<file path="config.mk">
export PLATFORM = sky130hd
export DESIGN_NAME = i2c_addr_matcher
export DESIGN_NICKNAME = d
export VERILOG_FILES = /design/src/rtl/i2c_match_pkg.sv /design/src/rtl/i2c_addr_cmp.sv /design/src/rtl/i2c_slot_prio.sv /design/src/rtl/i2c_addr_matcher.sv
export SDC_FILE = /design/constraint.sdc
export NUM_CORES = 1
export LEC_CHECK = 0
export CORE_MARGIN = 2
export CORE_UTILIZATION = 29
export CTS_CLUSTER_DIAMETER = 60
export DETAILED_ROUTE_END_ITERATION = 8
export PLACE_DENSITY = 0.82
export SLEW_MARGIN = 20
export SYNTH_ARGS = -nofsm -noshare
export SYNTH_HDL_FRONTEND = slang
export SYNTH_HIERARCHICAL = 1
export SYNTH_SLANG_ARGS = --single-unit
</file>
<file path="constraint.sdc">
create_clock -name clk_i -period 1.2 [get_ports clk_i]
set_input_delay 0.24 -clock clk_i [delete_from_list [all_inputs] [get_ports clk_i]]
set_output_delay 0.24 -clock clk_i [all_outputs]
set_load 0.01 [all_outputs]
</file>
<file path="src/rtl/i2c_match_pkg.sv">
package i2c_match_pkg;
  localparam int ADDR7_W  = 7;
  localparam int ADDR10_W = 10;
  localparam int CFG_W    = ADDR7_W + 1;
  localparam logic [4:0] TEN_BIT_PREFIX = 5'b11110;

  typedef struct packed {
    logic m7;
    logic m10;
    logic gc;
  } match_flags_t;
endpackage

</file>
<file path="src/rtl/i2c_addr_cmp.sv">
module i2c_addr_cmp #(
  parameter int W = 7
) (
  input  logic [W-1:0] rx_i,
  input  logic [W-1:0] addr_i,
  input  logic [W-1:0] mask_i,
  output logic         hit_o
);
  // mask bit 1 = significant
  assign hit_o = ~|((rx_i ^ addr_i) & mask_i);
endmodule

</file>
<file path="src/rtl/i2c_slot_prio.sv">
module i2c_slot_prio #(
  parameter int N = 4,
  localparam int IDX_W = (N > 1) ? $clog2(N) : 1
) (
  input  logic [N-1:0]     hits_i,
  output logic             any_o,
  output logic [IDX_W-1:0] idx_o
);
  always_comb begin
    idx_o = '0;
    for (int i = N - 1; i >= 0; i--) begin
      if (hits_i[i]) idx_o = IDX_W'(i);
    end
  end

  assign any_o = |hits_i;

  // reported slot really hit, and no lower slot hit
  always_comb begin
    if (any_o) begin
      p_sel_hit_r4: assert (hits_i[idx_o]);
      p_sel_lowest_r4: assert ((hits_i & ((N'(1) << idx_o) - N'(1))) == '0);
    end
  end
endmodule

</file>
<file path="src/rtl/i2c_addr_matcher.sv">
module i2c_addr_matcher
  import i2c_match_pkg::*;
#(
  parameter int NUM_SLOTS = 4,
  localparam int IDX_W = (NUM_SLOTS > 1) ? $clog2(NUM_SLOTS) : 1
) (
  input  logic                           clk_i,
  input  logic                           rst_ni,
  input  logic                           addr_valid_i,
  input  logic [7:0]                     addr_byte0_i,
  input  logic [7:0]                     addr_byte1_i,
  input  logic [NUM_SLOTS*CFG_W-1:0]     slot_cfg_i,
  input  logic [NUM_SLOTS*ADDR7_W-1:0]   slot_mask_i,
  input  logic [ADDR10_W-1:0]            ext_addr_i,
  input  logic [ADDR10_W-1:0]            ext_mask_i,
  input  logic                           aa_i,
  input  logic                           data_xfer_i,
  output logic                           match7_o,
  output logic                           match10_o,
  output logic                           gen_call_o,
  output logic [IDX_W-1:0]               slot_o,
  output logic                           ack_o,
  output logic                           rw_o,
  output logic [7:0]                     rx_addr_o
);
  logic [ADDR7_W-1:0]   rx7;
  logic [ADDR10_W-1:0]  rx10;
  logic                 is_ten;
  logic [NUM_SLOTS-1:0] cmp_hits;
  logic [NUM_SLOTS-1:0] slot_hits;
  logic [NUM_SLOTS-1:0] gc_en_vec;
  logic                 any_slot;
  logic [IDX_W-1:0]     sel_idx;
  logic                 ext_hit_raw;
  match_flags_t         nxt;
  match_flags_t         flags_q;

  assign rx7    = addr_byte0_i[7:1];
  assign rx10   = {addr_byte0_i[2:1], addr_byte1_i};
  assign is_ten = (addr_byte0_i[7:3] == TEN_BIT_PREFIX);

  for (genvar g = 0; g < NUM_SLOTS; g++) begin : g_slot
    i2c_addr_cmp #(.W(ADDR7_W)) u_cmp (
      .rx_i   (rx7),
      .addr_i (slot_cfg_i[g*CFG_W+1 +: ADDR7_W]),
      .mask_i (slot_mask_i[g*ADDR7_W +: ADDR7_W]),
      .hit_o  (cmp_hits[g])
    );
    assign gc_en_vec[g] = slot_cfg_i[g*CFG_W];
  end

  // 10-bit first bytes bypass the 7-bit slots
  assign slot_hits = is_ten ? '0 : cmp_hits;

  i2c_slot_prio #(.N(NUM_SLOTS)) u_prio (
    .hits_i (slot_hits),
    .any_o  (any_slot),
    .idx_o  (sel_idx)
  );

  i2c_addr_cmp #(.W(ADDR10_W)) u_ext_cmp (
    .rx_i   (rx10),
    .addr_i (ext_addr_i),
    .mask_i (ext_mask_i),
    .hit_o  (ext_hit_raw)
  );

  always_comb begin
    nxt.m7  = aa_i & any_slot;
    nxt.m10 = aa_i & is_ten & ext_hit_raw;
    // general call: exact zero, unmasked, only if no slot claims it
    nxt.gc  = aa_i & (rx7 == '0) & (|gc_en_vec) & ~any_slot;
  end

  always_ff @(posedge clk_i or negedge rst_ni) begin
    if (!rst_ni) begin
      flags_q   <= '0;
      slot_o    <= '0;
      ack_o     <= 1'b0;
      rw_o      <= 1'b0;
      rx_addr_o <= '0;
    end else if (addr_valid_i) begin
      flags_q   <= nxt;
      slot_o    <= nxt.m7 ? sel_idx : '0;
      ack_o     <= nxt.m7 | nxt.m10 | nxt.gc;
      rw_o      <= addr_byte0_i[0];
      rx_addr_o <= addr_byte0_i;
    end else if (data_xfer_i) begin
      flags_q <= '0;
      slot_o  <= '0;
      ack_o   <= 1'b0;
    end
  end

  assign match7_o   = flags_q.m7;
  assign match10_o  = flags_q.m10;
  assign gen_call_o = flags_q.gc;

  p_slot_zero_r2: assert property (@(posedge clk_i) disable iff (!rst_ni)
    !match7_o |-> slot_o == '0);
  p_one_flag_r4: assert property (@(posedge clk_i) disable iff (!rst_ni)
    $onehot0({match7_o, match10_o, gen_call_o}));
  p_gc_zero_addr_r5: assert property (@(posedge clk_i) disable iff (!rst_ni)
    gen_call_o |-> rx_addr_o[7:1] == '0);
  p_ten_prefix_r6: assert property (@(posedge clk_i) disable iff (!rst_ni)
    match10_o |-> rx_addr_o[7:3] == TEN_BIT_PREFIX);
  p_no_aa_r7: assert property (@(posedge clk_i) disable iff (!rst_ni)
    addr_valid_i && !aa_i |=> !ack_o && !match7_o && !match10_o && !gen_call_o);
  p_ack_flags_r8: assert property (@(posedge clk_i) disable iff (!rst_ni)
    ack_o == (match7_o | match10_o | gen_call_o));
  p_xfer_clear_r9: assert property (@(posedge clk_i) disable iff (!rst_ni)
    data_xfer_i && !addr_valid_i |=> !ack_o && !match7_o && !match10_o && !gen_call_o);
  p_capture_hold_r10: assert property (@(posedge clk_i) disable iff (!rst_ni)
    !addr_valid_i |=> $stable(rx_addr_o) && $stable(rw_o));
  p_rw_bit_r10: assert property (@(posedge clk_i) disable iff (!rst_ni)
    rw_o == rx_addr_o[0]);
endmodule

</file>
==> impl_metrics.ini <==
[run_status]
run_status = complete, but fails checks
violations = setup timing

[detailed_routing]
wl_per_cell_um = 15.4
ant_nets = 0
remaining_drc_errors = 0
viasPerCell = 4.81
drtIter0Drc = 17
drt_pre_antenna_iters = 4
vias = 1472
postRouteWirelength_um = 4720

[cts]
cts.path.max_buffers = 2
worstSkewPairLatency_ns = 0.24
numCtsBuffers = 3
path_clk_slew_ns = 0.05
htreeDepth = 1
cts_hold_buf = 0
clk_root_buffer_cell = clkbuf_8
cts.sinks = 14
cts_tree = built

[sta]
max_slew.worst_pin.slew_ns = 0.325
max_freq_mhz = 533
fin_skew_ns = 0
timing.hold.ws_ns = 0.303
setup_viol = 6
maxSlewViolCount = 0
slew_headroom_pct = 78.3
min_period_over_period_pct = 156
rsz0062_at_grt = true
setup_ws_ns = -0.676
hold_viol = 0
fin_crit_ns = 1.88

[setup_path]
critPathRequiredTime_ns = 1.38
startpoint_type = input pin
worst-path-max-fanout = 2
path_class = in -> reg
reg2reg_slack_ns = 0.11
worst_setup_path_end_kind = flip-flop
cp.arrival_ns = 2.06

[global_route]
antenna_found_initial = 0
grtUsageTotal_pct = 21.2
grt_max_degree = 15
grt_pass1_vias = 1543
grt_overflow = 0
grt_pass1_wl_um = 7110

[synth]
synth_mux_area_share_pct = 7.81
ys_ff_latch = 14
syn_area_per_cell_um2 = 10.2
seq_area_frac_synth_pct = 30.4
synth_top_family_by_area = XOR/XNOR gates
yosysWarnings = 6
synth-main-ff-cell = dfrtp_1
synth.cell_area_mm2 = 0.00115
synthAdderAreaFrac_pct = 0
netlist_instances = 113
async_flop_share_pct = 100
synth_xor_area_share_pct = 28.9
synth_edf_count = 0
synth_simple_gate_area_share_pct = 13.3
syn-num-nets = 214
yosysUniqueCellTypes = 26
synth_compound_area_share_pct = 17.9

[floorplan]
die_h_um = 67.1
io_pins = 116
dieWidth_um = 67.1
coreArea_mm2 = 0.00374
rows = 22
die_area_mm2 = 0.00450
start_util_pct = 30.8

[place]
port_buffers = 115
placed_cell_area_mm2 = 0.00258
hpwlAfterDp_um = 4050
place_congestion = 0.758

[hold_path]
min_path_type = in -> async

[power]
p_sw_uw = 461
total_power_uw = 1700
pwr-share-clk_pct = 21.9
p_seq_share_pct = 31.2
p_per_area_mw_per_mm2 = 647
combPwrFrac_pct = 46.9
p_leak_uw = 0.00126
p_int_uw = 1240
swShare_pct = 27.1
ir_drop_mv = 0.674

[job]
cap_viol_max_count = 0

[layout]
num_antenna_cells = 0
area_growth_pct = 128
fill_cells = 319
design_area_mm2 = 0.00263
final_common_cell = dlygate4sd2_1
final_cell_mix = dlygate4sd2_1, clkdlybuf4s50_1, xor2_1
layout.nets = 361
drive_gt1_share_pct = 24.0
area by class of cell:
cell class	count	area [um^2]	share of cell area (%)
multi-input cells	95	852	32.5
clock buffers	3	41.3	1.57
inverters	2	7.51	0.286
repair buffers	144	1310	50.0
well taps	48	60.1	2.29
flip-flops and latches	14	350	13.3
worst max-delay path, cell delays in order:
cell,delay [ns]
clkdlybuf4s50_1,0.46
a22oi_1,0.08
and3_1,0.18
nor2b_4,0.13
nor2_2,0.10
nand2_1,0.07
or4_4,0.43
nor4_4,0.16
buf_4,0.15
a21o_1,0.07
power by group through the flow:
stage / clock (uW) / sequential [uW] / combinational (uW)
finish: 371 / 531 / 797
floorplan: 0 / 556 / 256
global route: 406 / 535 / 857
detailed placement: 0 / 540 / 851
global placement: 0 / 539 / 837
CTS: 384 / 531 / 793
sequential cells by signal, summed over array words and instances (netlist names):
name and cells:
match7_o 1, rx_addr_o 8, match10_o 1, slot_o 2, ack_o 1, gen_call_o 1
worst paths after layout:
check | start | end | depth (start not counted)
setup / recovery | slot_mask_i[11] | gen_call_o$_DFFE_PN0P_ | 10
hold / removal | rst_ni | rx_addr_o[0]$_DFFE_PN0P_ | 2
max in group asynchronous | rst_ni | rx_addr_o[7]$_DFFE_PN0P_ | 2
setup reg to reg | ack_o$_DFFE_PN0P_ | ack_o$_DFFE_PN0P_ | 2
hold reg to reg | match10_o$_DFFE_PN0P_ | match10_o$_DFFE_PN0P_ | 1
min in group clk_i | addr_byte0_i[7] | rx_addr_o[7]$_DFFE_PN0P_ | 3
cells by family after synthesis:
group | after synthesis
xor gates and xnor gates | 38
and+or+nand+nor | 25
AOI/OAI and AO/OA | 24
DFF | 14
muxes | 8
buffers and inverters | 4
metal layers:
metal,track usage [%],part of all wire [%]
met2,41.7,51
met3,6.08,11
met4,5.36,1.5
met5,0,0
met1,21.4,37
Yosys cell counts, types with 2 or more instances:
cell type | number | area share, %
a22o_1 | 2 | 1.5
dfrtp_1 | 14 | 30
nand4_1 | 2 | 1.1
inv_1 | 2 | 0.65
nor2b_1 | 4 | 2.2
nor2_1 | 4 | 1.3
a21o_1 | 2 | 1.3
nor3_1 | 2 | 0.87
a222oi_1 | 4 | 3.5
xor2_1 | 38 | 29
mux2_2 | 8 | 7.8
a22oi_1 | 12 | 7.8
or3_1 | 2 | 1.1
and3_1 | 4 | 2.2
a32o_1 | 2 | 1.7
repair_timing:
action | in CTS | in global routing
setup buffers | 4 | 1
gates resized for setup | 105 | 13
pin swaps | 20 | 6
endpoints found under the setup margin | 26 | 6
stage by stage:
| stage | TNS, ns | setup WS (ns) | utilization, % | instances |
|---|---|---|---|---|
| after CTS | -3.26 | -0.709 | 69.3 | 306 |
| after floorplan | -1.82 | -0.530 | - | 113 |
| after detailed placement | -8.91 | -1.30 | 68.9 | 299 |
| final | -3.16 | -0.676 | 70.1 | 306 |
| after global routing | -3.76 | -0.726 | 70.1 | 306 |
| after global placement | -8.84 | -1.27 | 68.9 | 299 |
No activity file was read; power rests on OpenSTA's default activity.
